File: src/rtl/smi_pkg.sv
package smi_pkg;
  localparam int EXT_W     = 8;
  localparam int INT_W     = 3;
  localparam int DATA_W    = 32;
  localparam int ADDR_W    = 2;
  localparam int SYNC_STGS = 2;
  localparam int MIR_LO    = 8;
  localparam int ST_LO     = 16;
  localparam int CLR_LANE  = 2;
  localparam int INT_ST_LO = 8;

  typedef enum logic [ADDR_W-1:0] {
    A_EXT  = 2'd0,
    A_CTRL = 2'd1,
    A_INT  = 2'd2,
    A_CMD  = 2'd3
  } reg_addr_e;

  // internal status bit positions
  localparam int I_SLP = 0;
  localparam int I_THR = 1;
  localparam int I_CMD = 2;
endpackage

File: src/rtl/smi_sync_edge.sv
module smi_sync_edge #(
  parameter int W      = 8,
  parameter int STAGES = 2
) (
  input  logic         clk_i,
  input  logic         rst_ni,
  input  logic [W-1:0] async_i,
  output logic [W-1:0] rise_o
);
  logic [W-1:0] pipe_q [STAGES+1];

  always_ff @(posedge clk_i or negedge rst_ni) begin
    if (!rst_ni) pipe_q[0] <= '0;
    else         pipe_q[0] <= async_i;
  end

  for (genvar k = 1; k <= STAGES; k++) begin : g_stage
    always_ff @(posedge clk_i or negedge rst_ni) begin
      if (!rst_ni) pipe_q[k] <= '0;
      else         pipe_q[k] <= pipe_q[k-1];
    end
  end

  // last flop holds previous synchronized level
  assign rise_o = pipe_q[STAGES-1] & ~pipe_q[STAGES];

  assert_held_level_once_R11: assert property (@(posedge clk_i) disable iff (!rst_ni)
    (|rise_o) |=> ((rise_o & $past(rise_o)) == '0));
endmodule

File: src/rtl/smi_ext_bank.sv
module smi_ext_bank #(
  parameter int W = 8
) (
  input  logic         clk_i,
  input  logic         rst_ni,
  input  logic [W-1:0] rise_i,
  input  logic         en_wr_i,
  input  logic [W-1:0] en_wdata_i,
  input  logic         clr_i,
  output logic [W-1:0] en_o,
  output logic [W-1:0] st_o,
  output logic         sum_o
);
  logic [W-1:0] en_q, st_q, set_w;
  logic         sum_q;

  assign set_w = rise_i & en_q;

  always_ff @(posedge clk_i or negedge rst_ni) begin
    if (!rst_ni) begin
      en_q  <= '0;
      st_q  <= '0;
      sum_q <= 1'b0;
    end else begin
      if (en_wr_i) en_q <= en_wdata_i;
      // new events win over a coincident clear
      st_q  <= (st_q & {W{~clr_i}}) | set_w;
      sum_q <= (sum_q & ~clr_i) | (|set_w);
    end
  end

  assign en_o  = en_q;
  assign st_o  = st_q;
  assign sum_o = sum_q;

  assert_gated_by_enable_R2: assert property (@(posedge clk_i) disable iff (!rst_ni)
    1'b1 |=> ((st_q & ~$past(st_q) & ~$past(en_q)) == '0));
  assert_clear_empties_R4: assert property (@(posedge clk_i) disable iff (!rst_ni)
    (clr_i && set_w == '0) |=> (st_q == '0 && !sum_q));
  assert_summary_covers_R6: assert property (@(posedge clk_i) disable iff (!rst_ni)
    (|st_q) |-> sum_q);
  assert_event_survives_clear_R10: assert property (@(posedge clk_i) disable iff (!rst_ni)
    (clr_i && set_w != '0) |=> ((st_q & $past(set_w)) == $past(set_w) && sum_q));
endmodule

File: src/rtl/smi_int_bank.sv
module smi_int_bank
  import smi_pkg::*;
(
  input  logic             clk_i,
  input  logic             rst_ni,
  input  logic             slp_wr_i,
  input  logic             thr_wr_i,
  input  logic             cmd_wr_i,
  input  logic             en_wr_i,
  input  logic [1:0]       en_wdata_i,
  input  logic [INT_W-1:0] clr_mask_i,
  output logic [1:0]       en_o,
  output logic [INT_W-1:0] st_o
);
  logic [1:0]       en_q;
  logic [INT_W-1:0] st_q, set_w;

  always_comb begin
    set_w        = '0;
    set_w[I_SLP] = slp_wr_i & en_q[0];
    set_w[I_THR] = thr_wr_i & en_q[1];
    set_w[I_CMD] = cmd_wr_i;
  end

  always_ff @(posedge clk_i or negedge rst_ni) begin
    if (!rst_ni) begin
      en_q <= 2'b11;
      st_q <= '0;
    end else begin
      if (en_wr_i) en_q <= en_wdata_i;
      st_q <= (st_q & ~clr_mask_i) | set_w;
    end
  end

  assign en_o = en_q;
  assign st_o = st_q;

  assert_cmd_sets_status_R8: assert property (@(posedge clk_i) disable iff (!rst_ni)
    cmd_wr_i |=> st_q[I_CMD]);
  assert_slp_needs_enable_R9: assert property (@(posedge clk_i) disable iff (!rst_ni)
    (slp_wr_i && !en_q[0] && !st_q[I_SLP]) |=> !st_q[I_SLP]);
  assert_w1c_clears_R12: assert property (@(posedge clk_i) disable iff (!rst_ni)
    (clr_mask_i[I_THR] && !thr_wr_i) |=> !st_q[I_THR]);
endmodule

File: src/rtl/smi_status_collector.sv
module smi_status_collector
  import smi_pkg::*;
(
  input  logic              clk_i,
  input  logic              rst_ni,
  input  logic [EXT_W-1:0]  ext_req_i,
  input  logic              reg_wr_i,
  input  logic              reg_rd_i,
  input  logic [ADDR_W-1:0] reg_addr_i,
  input  logic [3:0]        reg_be_i,
  input  logic [DATA_W-1:0] reg_wdata_i,
  output logic [DATA_W-1:0] reg_rdata_o,
  output logic              smi_o,
  output logic              top_sum_o
);
  logic [EXT_W-1:0] rise_w, ext_en_w, ext_st_w;
  logic [1:0]       int_en_w;
  logic [INT_W-1:0] int_st_w, int_clr_w;
  logic             ext_clr_w, ext_sum_w;
  logic             wr_ext, wr_ctrl, wr_int, wr_cmd;

  assign wr_ext  = reg_wr_i && reg_addr_i == A_EXT;
  assign wr_ctrl = reg_wr_i && reg_addr_i == A_CTRL;
  assign wr_int  = reg_wr_i && reg_addr_i == A_INT;
  assign wr_cmd  = reg_wr_i && reg_addr_i == A_CMD;

  assign ext_clr_w = reg_rd_i && reg_addr_i == A_EXT && reg_be_i[CLR_LANE];
  assign int_clr_w = wr_int ? reg_wdata_i[INT_ST_LO +: INT_W] : '0;

  smi_sync_edge #(.W(EXT_W), .STAGES(SYNC_STGS)) u_sync (
    .clk_i   (clk_i),
    .rst_ni  (rst_ni),
    .async_i (ext_req_i),
    .rise_o  (rise_w)
  );

  smi_ext_bank #(.W(EXT_W)) u_ext (
    .clk_i      (clk_i),
    .rst_ni     (rst_ni),
    .rise_i     (rise_w),
    .en_wr_i    (wr_ext),
    .en_wdata_i (reg_wdata_i[EXT_W-1:0]),
    .clr_i      (ext_clr_w),
    .en_o       (ext_en_w),
    .st_o       (ext_st_w),
    .sum_o      (ext_sum_w)
  );

  smi_int_bank u_int (
    .clk_i      (clk_i),
    .rst_ni     (rst_ni),
    .slp_wr_i   (wr_ctrl && reg_wdata_i[0]),
    .thr_wr_i   (wr_ctrl && reg_wdata_i[1]),
    .cmd_wr_i   (wr_cmd),
    .en_wr_i    (wr_int),
    .en_wdata_i (reg_wdata_i[1:0]),
    .clr_mask_i (int_clr_w),
    .en_o       (int_en_w),
    .st_o       (int_st_w)
  );

  always_comb begin
    reg_rdata_o = '0;
    case (reg_addr_i)
      A_EXT: begin
        reg_rdata_o[EXT_W-1:0]           = ext_en_w;
        reg_rdata_o[MIR_LO +: EXT_W]     = ext_st_w;
        reg_rdata_o[ST_LO +: EXT_W]      = ext_st_w;
      end
      A_INT: begin
        reg_rdata_o[1:0]                 = int_en_w;
        reg_rdata_o[INT_ST_LO +: INT_W]  = int_st_w;
      end
      default: reg_rdata_o = '0;
    endcase
  end

  assign smi_o     = (|(ext_st_w & ext_en_w)) | (|int_st_w);
  assign top_sum_o = ext_sum_w;

  assert_cmd_raises_smi_R8: assert property (@(posedge clk_i) disable iff (!rst_ni)
    wr_cmd |=> smi_o);
  assert_peek_keeps_state_R5: assert property (@(posedge clk_i) disable iff (!rst_ni)
    (reg_rd_i && reg_addr_i == A_EXT && !reg_be_i[CLR_LANE] && !reg_wr_i) |=>
      ((ext_st_w & $past(ext_st_w)) == $past(ext_st_w) && (top_sum_o || !$past(top_sum_o))));
  assert_reserved_zero_R7: assert property (@(posedge clk_i) disable iff (!rst_ni)
    reg_rdata_o[DATA_W-1:ST_LO+EXT_W] == '0);
endmodule

File: config.mk
export PLATFORM = sky130hd
export DESIGN_NAME = smi_status_collector
export DESIGN_NICKNAME = d
export VERILOG_FILES = /design/src/rtl/smi_pkg.sv /design/src/rtl/smi_sync_edge.sv /design/src/rtl/smi_ext_bank.sv /design/src/rtl/smi_int_bank.sv /design/src/rtl/smi_status_collector.sv
export SDC_FILE = /design/constraint.sdc
export NUM_CORES = 1
export LEC_CHECK = 0
export CORE_MARGIN = 4
export CORE_UTILIZATION = 41
export DETAILED_ROUTE_END_ITERATION = 12
export PLACE_DENSITY = 0.78
export SETUP_SLACK_MARGIN = 0.02
export SLEW_MARGIN = 5
export SYNTH_ARGS = -nofsm -noshare
export SYNTH_HDL_FRONTEND = slang
export SYNTH_SLANG_ARGS = --single-unit
File: constraint.sdc
create_clock -name clk_i -period 1.5 [get_ports clk_i]
set_input_delay 0.3 -clock clk_i [delete_from_list [all_inputs] [get_ports clk_i]]
set_output_delay 0.3 -clock clk_i [all_outputs]
set_load 0.02 [all_outputs]
==> results of run 1 <==
cells by family (layout without fill, tap and decap cells):
kind of cell,after synthesis,count (layout)
flops,46,46
other cells,1,8
simple gates,56,56
compound gates,10,10
mux,15,15
buf+inv,19,93
where the power goes:
group	leakage [nW]	internal [mW]	switching [mW]
logic	0.743	0.500	0.372
registers	0.521	1.39	0.0900
clock network	0.0482	0.372	0.381
per-stage QoR:
stage          std cells  setup TNS (ps)
2_1_floorplan        154               0
3_3_place_gp         264          -18130
3_5_place_dp         264          -18570
4_1_cts              278            -198
5_1_grt              280            -314
6_report             280            -195
repair_timing:
action / CTS / global route
endpoints found under the setup margin: 32 / 24
gates resized for setup: 147 / 13
gates cloned: 2 / 0
endpoints found under the hold margin: 44 / 0
setup buffers: 3 / 4
hold buffers: 1 / 0
pin swaps: 2 / 2
registers in the layout, summed over array words and instances, names as in the netlist:
signal	count
u_ext.sum_o	1
u_int.st_o	3
u_int.en_o	2
u_ext.st_o	8
u_sync.pipe_q	24
u_ext.en_o	8
cells in the mapped netlist, types with 3 or more instances:
| master | n |
|---|---|
| dfrtp_1 | 44 |
| nand2_1 | 18 |
| and2_1 | 15 |
| buf_4 | 14 |
| nand3b_1 | 11 |
| mux2_4 | 8 |
| mux2i_1 | 5 |
| nor2_1 | 5 |
| nand4_1 | 3 |
how the worst max path moves through the flow:
| stage | start | slack [ps] | endpoint |
|---|---|---|---|
| 2_1_floorplan | reg_addr_i[1] | 90 | reg_rdata_o[22] |
| 3_3_place_gp | reg_addr_i[1] | -620 | reg_rdata_o[19] |
| 3_5_place_dp | reg_addr_i[1] | -640 | reg_rdata_o[11] |
| 4_1_cts | u_ext.en_o[3] | -200 | smi_o |
| 5_1_grt | u_ext.en_o[3] | -280 | smi_o |
| 6_report | u_ext.en_o[3] | -200 | smi_o |
worst max-delay path: cells and delay by family (launching register included):
kind	cells	cell delay (ps)
buffers and inverters	1	170
and+or+nand+nor	1	110
DFF	1	380
AOI/OAI and AO/OA	2	450
metal layers:
metal	vias to the layer above	track usage, %	part of all wire (%)
met5	-	0	0
met4	0	4.85	0.98
met3	4	4.35	6.0
met2	45	26.6	50
met1	660	19.1	42
li1	638	-	-
cell type report:
cell class              count  area [µm²]
clock buffers               7        86.3
flip-flops and latches     46        1150
well taps                  52        65.1
clock inverters             1        5.00
fillers                   334        1620
multi-input cells          89         644
repair buffers             85         807
==> results.toml, run 1 <==
[floorplan]
initial_core_util_pct = 42.7
die-width_um = 75.6
coreArea_um2 = 4380
dieArea_um2 = 5710
rows = 24
die_y_um = 75.6
io_pins = 84

[logic_synthesis]
synthSimpleGateAreaFrac_pct = 16.5
yosys-top-cells-area = "dfrtp_1 (59%), mux2_4 (6.4%), buf_4 (5.6%)"
netlist_instances = 147
synth_edf_count = 0
synth.cell_area_um2 = 1870
ys_seq_area_share_pct = 61.6
synth_compound_area_share_pct = 4.21
yosys.area_share.xor_xnor_pct = 0
ys.flop_type = "dfrtp_1"
yosysWarnings = 0
synth_top_family_by_area = "simple AND/OR/NAND/NOR gates"
yosys.area.top_type = "dfrtp_1"
synthArstFlopShare_pct = 100
synth_seq_cells = 46
synthDistinctLibCells = 27
synth_top_area_share_pct = 58.8
yosys.area_share.adder_pct = 0
muxShareOfSynthArea_pct = 10.3
synth.avg_cell_area_um2 = 12.7

[placement]
place_area_um2 = 2550
port_buffers = 51
dp_slack_ps = -643
place_hpwl_um = 2920
routabilityCongestion = 0.797

[global_routing]
first_global_vias = 1360
track_usage_pct = 15.5
grt_first_pass_wirelength_um = 6500
antenna_found_initial = 0
grt_remaining_overflow = 0
grt_max_degree = 47

[cells_and_area]
nNetsFinal = 277
drive_above_1_share_pct = 39.9
fin_util_pct = 63.0
layout_common_cells = "dfrtp_1 (44), buf_4 (28), clkdlybuf4s50_1 (22)"
final_common_cell = "dfrtp_1"
diodes = 0
fin_area_um2 = 2760
syn_to_final_growth_pct = 47.4

[timing]
finClkSkew_ps = 8.00
fmaxAchievable_mhz = 590
period_needed_ps = 1700
setup_viol = 1
fin_ws_ps = -195
period_share_pct = 113
slew_violations = 0
finalHoldWorstSlack_ps = 351
grt_setup_unrepaired = "true"
final_hold_viol_count = 0

[job]
maxCapViolCount = 0

[routing]
dr.pass1.iters = 4
drc = 0
vias = 1347
drt_iter0_markers = 83
via_per_inst = 4.81
routedWlPerCell_um = 14.6
ant_nets = 0
totalWireLength_um = 4090

[critical_path]
crit_arrival_ps = 1400
timing.rr.end = "u_ext.sum_o"
r2r_cells = 5
rrSetupSlack_ps = 270
crit_chain = "a22o_1 > a221oi_2 > nand4_1 > buf_4"
r2r_start = "u_ext.en_o[1]"
crit_type = "flop to output port"
cpPeakStageDelay_ps = 380
worst_path_max_delay_cell = "dfrtp_1"
worstPathMaxFanout = 2
start_kind = "flop"
worstSetupEndpointType = "output port"
critPathRequiredTime_ps = 1200

[power_and_ir_drop]
power.density_nw_per_um2 = 1120
leakagePower_nw = 1.31
ir_drop_v = 0.000697
power_mw = 3.11

[run_status]
status = "finished with violations"
violations = "setup timing"

[cts]
cts_made_buffers = 5
htree_levels = 2
cts_tree = "built"
cts.sinks = 46
clock_latency_ps = 290
cts_max_path_buffers = 2
clk_pin_slew_ps = 80
clockRootBuffer = "clkbuf_8"

[worst_hold_path]
whs_path_depth = 0
min_to = "u_sync.pipe_q[15]"
min_from = "u_sync.pipe_q[23]"
hp-class = "flop to flop"
Power figures use the tool's default switching activity.
==> run 2, diff against run 1 <==
Settings changed: MAX_ROUTING_LAYER set to met4, SLEW_MARGIN 5 to 15.
==> run 2 against run 1 <==
  * The run still ends with setup timing left
  * Hold slack stayed put
  * Power is 0.11% lower
  * Cell count stayed put
  * Flip-flop and latch count stayed put
  * Highest routed layer unchanged
==> results.toml, run 2 (same netlist as run 1, synthesis figures left out) <==
[routing]
drc = 0
vias = 1349
via_per_inst = 4.82
routedWlPerCell_um = 14.6
dr.pass1.iters = 4
totalWireLength_um = 4090
drt_iter0_markers = 86
ant_nets = 0

[timing]
setup_viol = 1
slew_violations = 0
fin_tns_setup_ps = -196
fmaxAchievable_mhz = 589
period_share_pct = 113
grt_setup_unrepaired = "true"
finalHoldWorstSlack_ps = 351
final_hold_viol_count = 0
finClkSkew_ps = 7.12
period_needed_ps = 1700
fin_ws_ps = -196

[critical_path]
worstPathMaxFanout = 2
crit_type = "flop to output port"
critPathRequiredTime_ps = 1200
crit_chain = "a22o_1 > a221oi_2 > nand4_1 > buf_4"
worstSetupEndpointType = "output port"
worst_path_max_delay_cell = "dfrtp_1"
cpPeakStageDelay_ps = 380
crit_arrival_ps = 1400
start_kind = "flop"

[global_routing]
grt_first_pass_wirelength_um = 6490
grt_remaining_overflow = 0
antenna_found_initial = 0
grt_max_degree = 47
track_usage_pct = 16.0
first_global_vias = 1367

[cells_and_area]
drive_above_1_share_pct = 39.9
syn_to_final_growth_pct = 47.4
largest_register_ffs = 24
nNetsFinal = 277
diodes = 0
layout_common_cells = "dfrtp_1 (44), buf_4 (28), clkdlybuf4s50_1 (22)"
finalNonFillerCells = 280
fin_area_um2 = 2760
final_common_cell = "dfrtp_1"
fin_util_pct = 63.0
largest-register = "u_sync.pipe_q"

[power_and_ir_drop]
ir_drop_v = 0.000697
power.density_nw_per_um2 = 1120
power_mw = 3.10
leakagePower_nw = 1.31

[cts]
cts_max_path_buffers = 2
clk_pin_slew_ps = 80
cts_made_buffers = 5
cts.sinks = 46
cts_tree = "built"
clockRootBuffer = "clkbuf_8"
htree_levels = 2
clock_latency_ps = 290

[floorplan]
dieArea_um2 = 5710
io_pins = 84
coreArea_um2 = 4380
rows = 24
die_y_um = 75.6
initial_core_util_pct = 42.7
die-width_um = 75.6

[worst_hold_path]
hp-class = "flop to flop"

[placement]
place_area_um2 = 2550
dp_slack_ps = -643
routabilityCongestion = 0.808
port_buffers = 51
place_hpwl_um = 2920
dp_cells = 264

[run_status]
status = "finished with violations"
violations = "setup timing"

[job]
maxCapViolCount = 0
## run 2: repair_timing
item	CTS	global route
gates cloned	2	0
setup buffers	3	4
hold buffers	1	0
pin swaps	2	2
setup endpoints to repair	32	24
gates resized for setup	147	13
endpoints found under the hold margin	44	0
## run 2: path summary, 6_finish.rpt
check	startpoint	to	slack [ps]	cells past startpoint
max in group asynchronous	rst_ni	u_int.en_o[0]	720	3
hold / removal	u_sync.pipe_q[23]	u_sync.pipe_q[15]	350	0
setup / recovery	u_ext.en_o[3]	smi_o	-200	4
min in group asynchronous	rst_ni	u_sync.pipe_q[17]	500	3
hold reg to reg	u_sync.pipe_q[23]	u_sync.pipe_q[15]	350	0
setup reg to reg	u_ext.en_o[1]	u_ext.sum_o	270	5
## run 2: report_power, final
part / internal [mW] / leakage (nW) / switching, mW
registers: 1.39 / 0.521 / 0.0902
logic: 0.500 / 0.743 / 0.372
clock network: 0.372 / 0.0482 / 0.378
## run 2: layer usage
layer	vias to the layer above	part of all wire, %	global-route usage [%]
met3	4	7.1	4.49
met5	-	0	-
met2	47	51	26.6
li1	639	-	-
met4	0	0.98	4.85
met1	659	41	19.0
## run 2: final cells by class
cell class,count,area [µm²]
fillers,334,1620
repair buffers,85,807
well taps,52,65.1
clock inverters,1,5.00
clock buffers,7,86.3
multi-input cells,89,644
flip-flops and latches,46,1150
## run 2: worst max-delay path: cells and delay by family (launching register included)
family | cells | cell delay, ps
AO/OA/AOI/OAI | 2 | 450
buffers and inverters | 1 | 170
flip-flops | 1 | 380
AND/OR/NAND/NOR | 1 | 110
==> run 3, diff against run 2 <==
Settings changed: CORE_UTILIZATION 41 to 37, PLACE_DENSITY 0.78 to 0.74.
Clock period 1.5 ns to 1.4 ns, I/O delays scaled along.
==> run 3 against run 2 <==
  * The run still ends with setup timing left
  * Final area grew 7.0%
  * Combinational power is 23% higher
  * Sequential power increased by 8%
  * Critical endpoint unchanged
  * Largest power group unchanged
  * Highest routed layer unchanged
==> results.toml, run 3 (same netlist as run 1, synthesis figures left out) <==
[global_routing]
grt_first_pass_wirelength_um = 7090
grt_max_degree = 47
track_usage_pct = 15.6
first_global_vias = 1441
grt_remaining_overflow = 0
antenna_found_initial = 0

[worst_hold_path]
min_from = "u_sync.pipe_q[17]"
min_to = "u_sync.pipe_q[9]"
hp-class = "flop to flop"
whs_path_depth = 0

[routing]
drc = 0
dr.pass1.iters = 4
vias = 1414
drt_iter0_markers = 97
via_per_inst = 4.65
totalWireLength_um = 4460
ant_nets = 0
routedWlPerCell_um = 14.7

[cts]
cts_max_path_buffers = 2
clock_latency_ps = 300
cts_tree = "built"
htree_levels = 2
cts_made_buffers = 5
clk_pin_slew_ps = 80
clockRootBuffer = "clkbuf_8"
cts.sinks = 46

[cells_and_area]
multi_input_area_um2 = 652
nNetsFinal = 286
syn_to_final_growth_pct = 57.8
largest_register_ffs = 24
layout_common_cells = "dfrtp_1 (44), buf_6 (31), buf_4 (29)"
drive_above_1_share_pct = 43.9
final_common_cell = "dfrtp_1"
fin_util_pct = 61.4
fin_area_um2 = 2960
register_area_um2 = 1150
finalNonFillerCells = 304
largest-register = "u_sync.pipe_q"
diodes = 0
fill_cells = 398

[timing]
period_needed_ps = 1700
final_hold_viol_count = 0
finClkSkew_ps = 10.5
finalHoldWorstSlack_ps = 351
grt_setup_unrepaired = "true"
fmaxAchievable_mhz = 587
fin_ws_ps = -305
period_share_pct = 122
fin_tns_setup_ps = -613
setup_viol = 6
slew_violations = 0

[critical_path]
start_kind = "flop"
r2r_cells = 5
crit_chain = "a22o_1 > a221oi_2 > nand4_1 > buf_4"
crit_type = "flop to output port"
r2r_start = "u_ext.en_o[4]"
crit_arrival_ps = 1420
worstPathMaxFanout = 2
critPathRequiredTime_ps = 1120
cpPeakStageDelay_ps = 390
timing.rr.end = "u_ext.sum_o"
worst_path_max_delay_cell = "dfrtp_1"
rrSetupSlack_ps = 130
worstSetupEndpointType = "output port"

[placement]
dp_cells = 281
routabilityCongestion = 0.786
place_hpwl_um = 2990
port_buffers = 51
dp_slack_ps = -681
place_area_um2 = 2590

[power_and_ir_drop]
leakagePower_nw = 1.40
ir_drop_v = 0.000652
power_mw = 3.86
power.density_nw_per_um2 = 1300

[run_status]
status = "finished with violations"
violations = "setup timing"

[floorplan]
rows = 25
die_y_um = 79.2
coreArea_um2 = 4820
initial_core_util_pct = 38.9
die-width_um = 79.2
io_pins = 84
dieArea_um2 = 6260

[job]
maxCapViolCount = 0
-- run 3: timing repair --
action,4_1_cts,5_1_grt
gates cloned,2,0
gates resized for setup,169,10
hold endpoints to repair,44,0
pin swaps,4,2
setup buffers,7,6
setup endpoints to repair,34,23
hold buffers,1,0
-- run 3: power breakdown --
part	internal (mW)	leakage, nW	switching (mW)	total [mW]
sequential	1.49	0.521	0.111	1.60
combinational	0.639	0.804	0.426	1.07
clock	0.761	0.0714	0.430	1.19
total	2.89	1.40	0.967	3.86
-- run 3: layer usage --
metal | vias up | wire [µm] | GRT usage, %
li1 | 656 | - | -
met1 | 688 | 1790 | 17.6
met3 | 13 | 280 | 3.97
met4 | 0 | 144 | 9.28
met5 | - | 0 | -
met2 | 57 | 2240 | 25.2
-- run 3: worst max-delay path by stage --
| stage | cells past startpoint | to | from | slack (ps) |
|---|---|---|---|---|
| floorplan | 4 | reg_rdata_o[22] | reg_addr_i[1] | 30 |
| global placement | 5 | reg_rdata_o[19] | reg_addr_i[1] | -650 |
| detailed placement | 5 | reg_rdata_o[11] | reg_addr_i[1] | -680 |
| CTS | 4 | smi_o | u_ext.st_o[3] | -300 |
| global route | 4 | smi_o | u_ext.st_o[3] | -390 |
| finish | 4 | smi_o | u_ext.st_o[3] | -300 |
-- run 3: layout make-up --
cell class,count,share of cell area [%]
timing repair buffer,94,31.2
sequential,46,39.0
clock buffer,6,2.79
tap,67,2.84
multi-input combinational,89,22.1
clock inverter,2,2.03
-- run 3: critical path, delay by kind of cell, from the launching register on --
family / cells / cell delay, ps
AO/OA/AOI/OAI: 2 / 450
flip-flops: 1 / 390
buffers and inverters: 1 / 170
AND/OR/NAND/NOR: 1 / 120
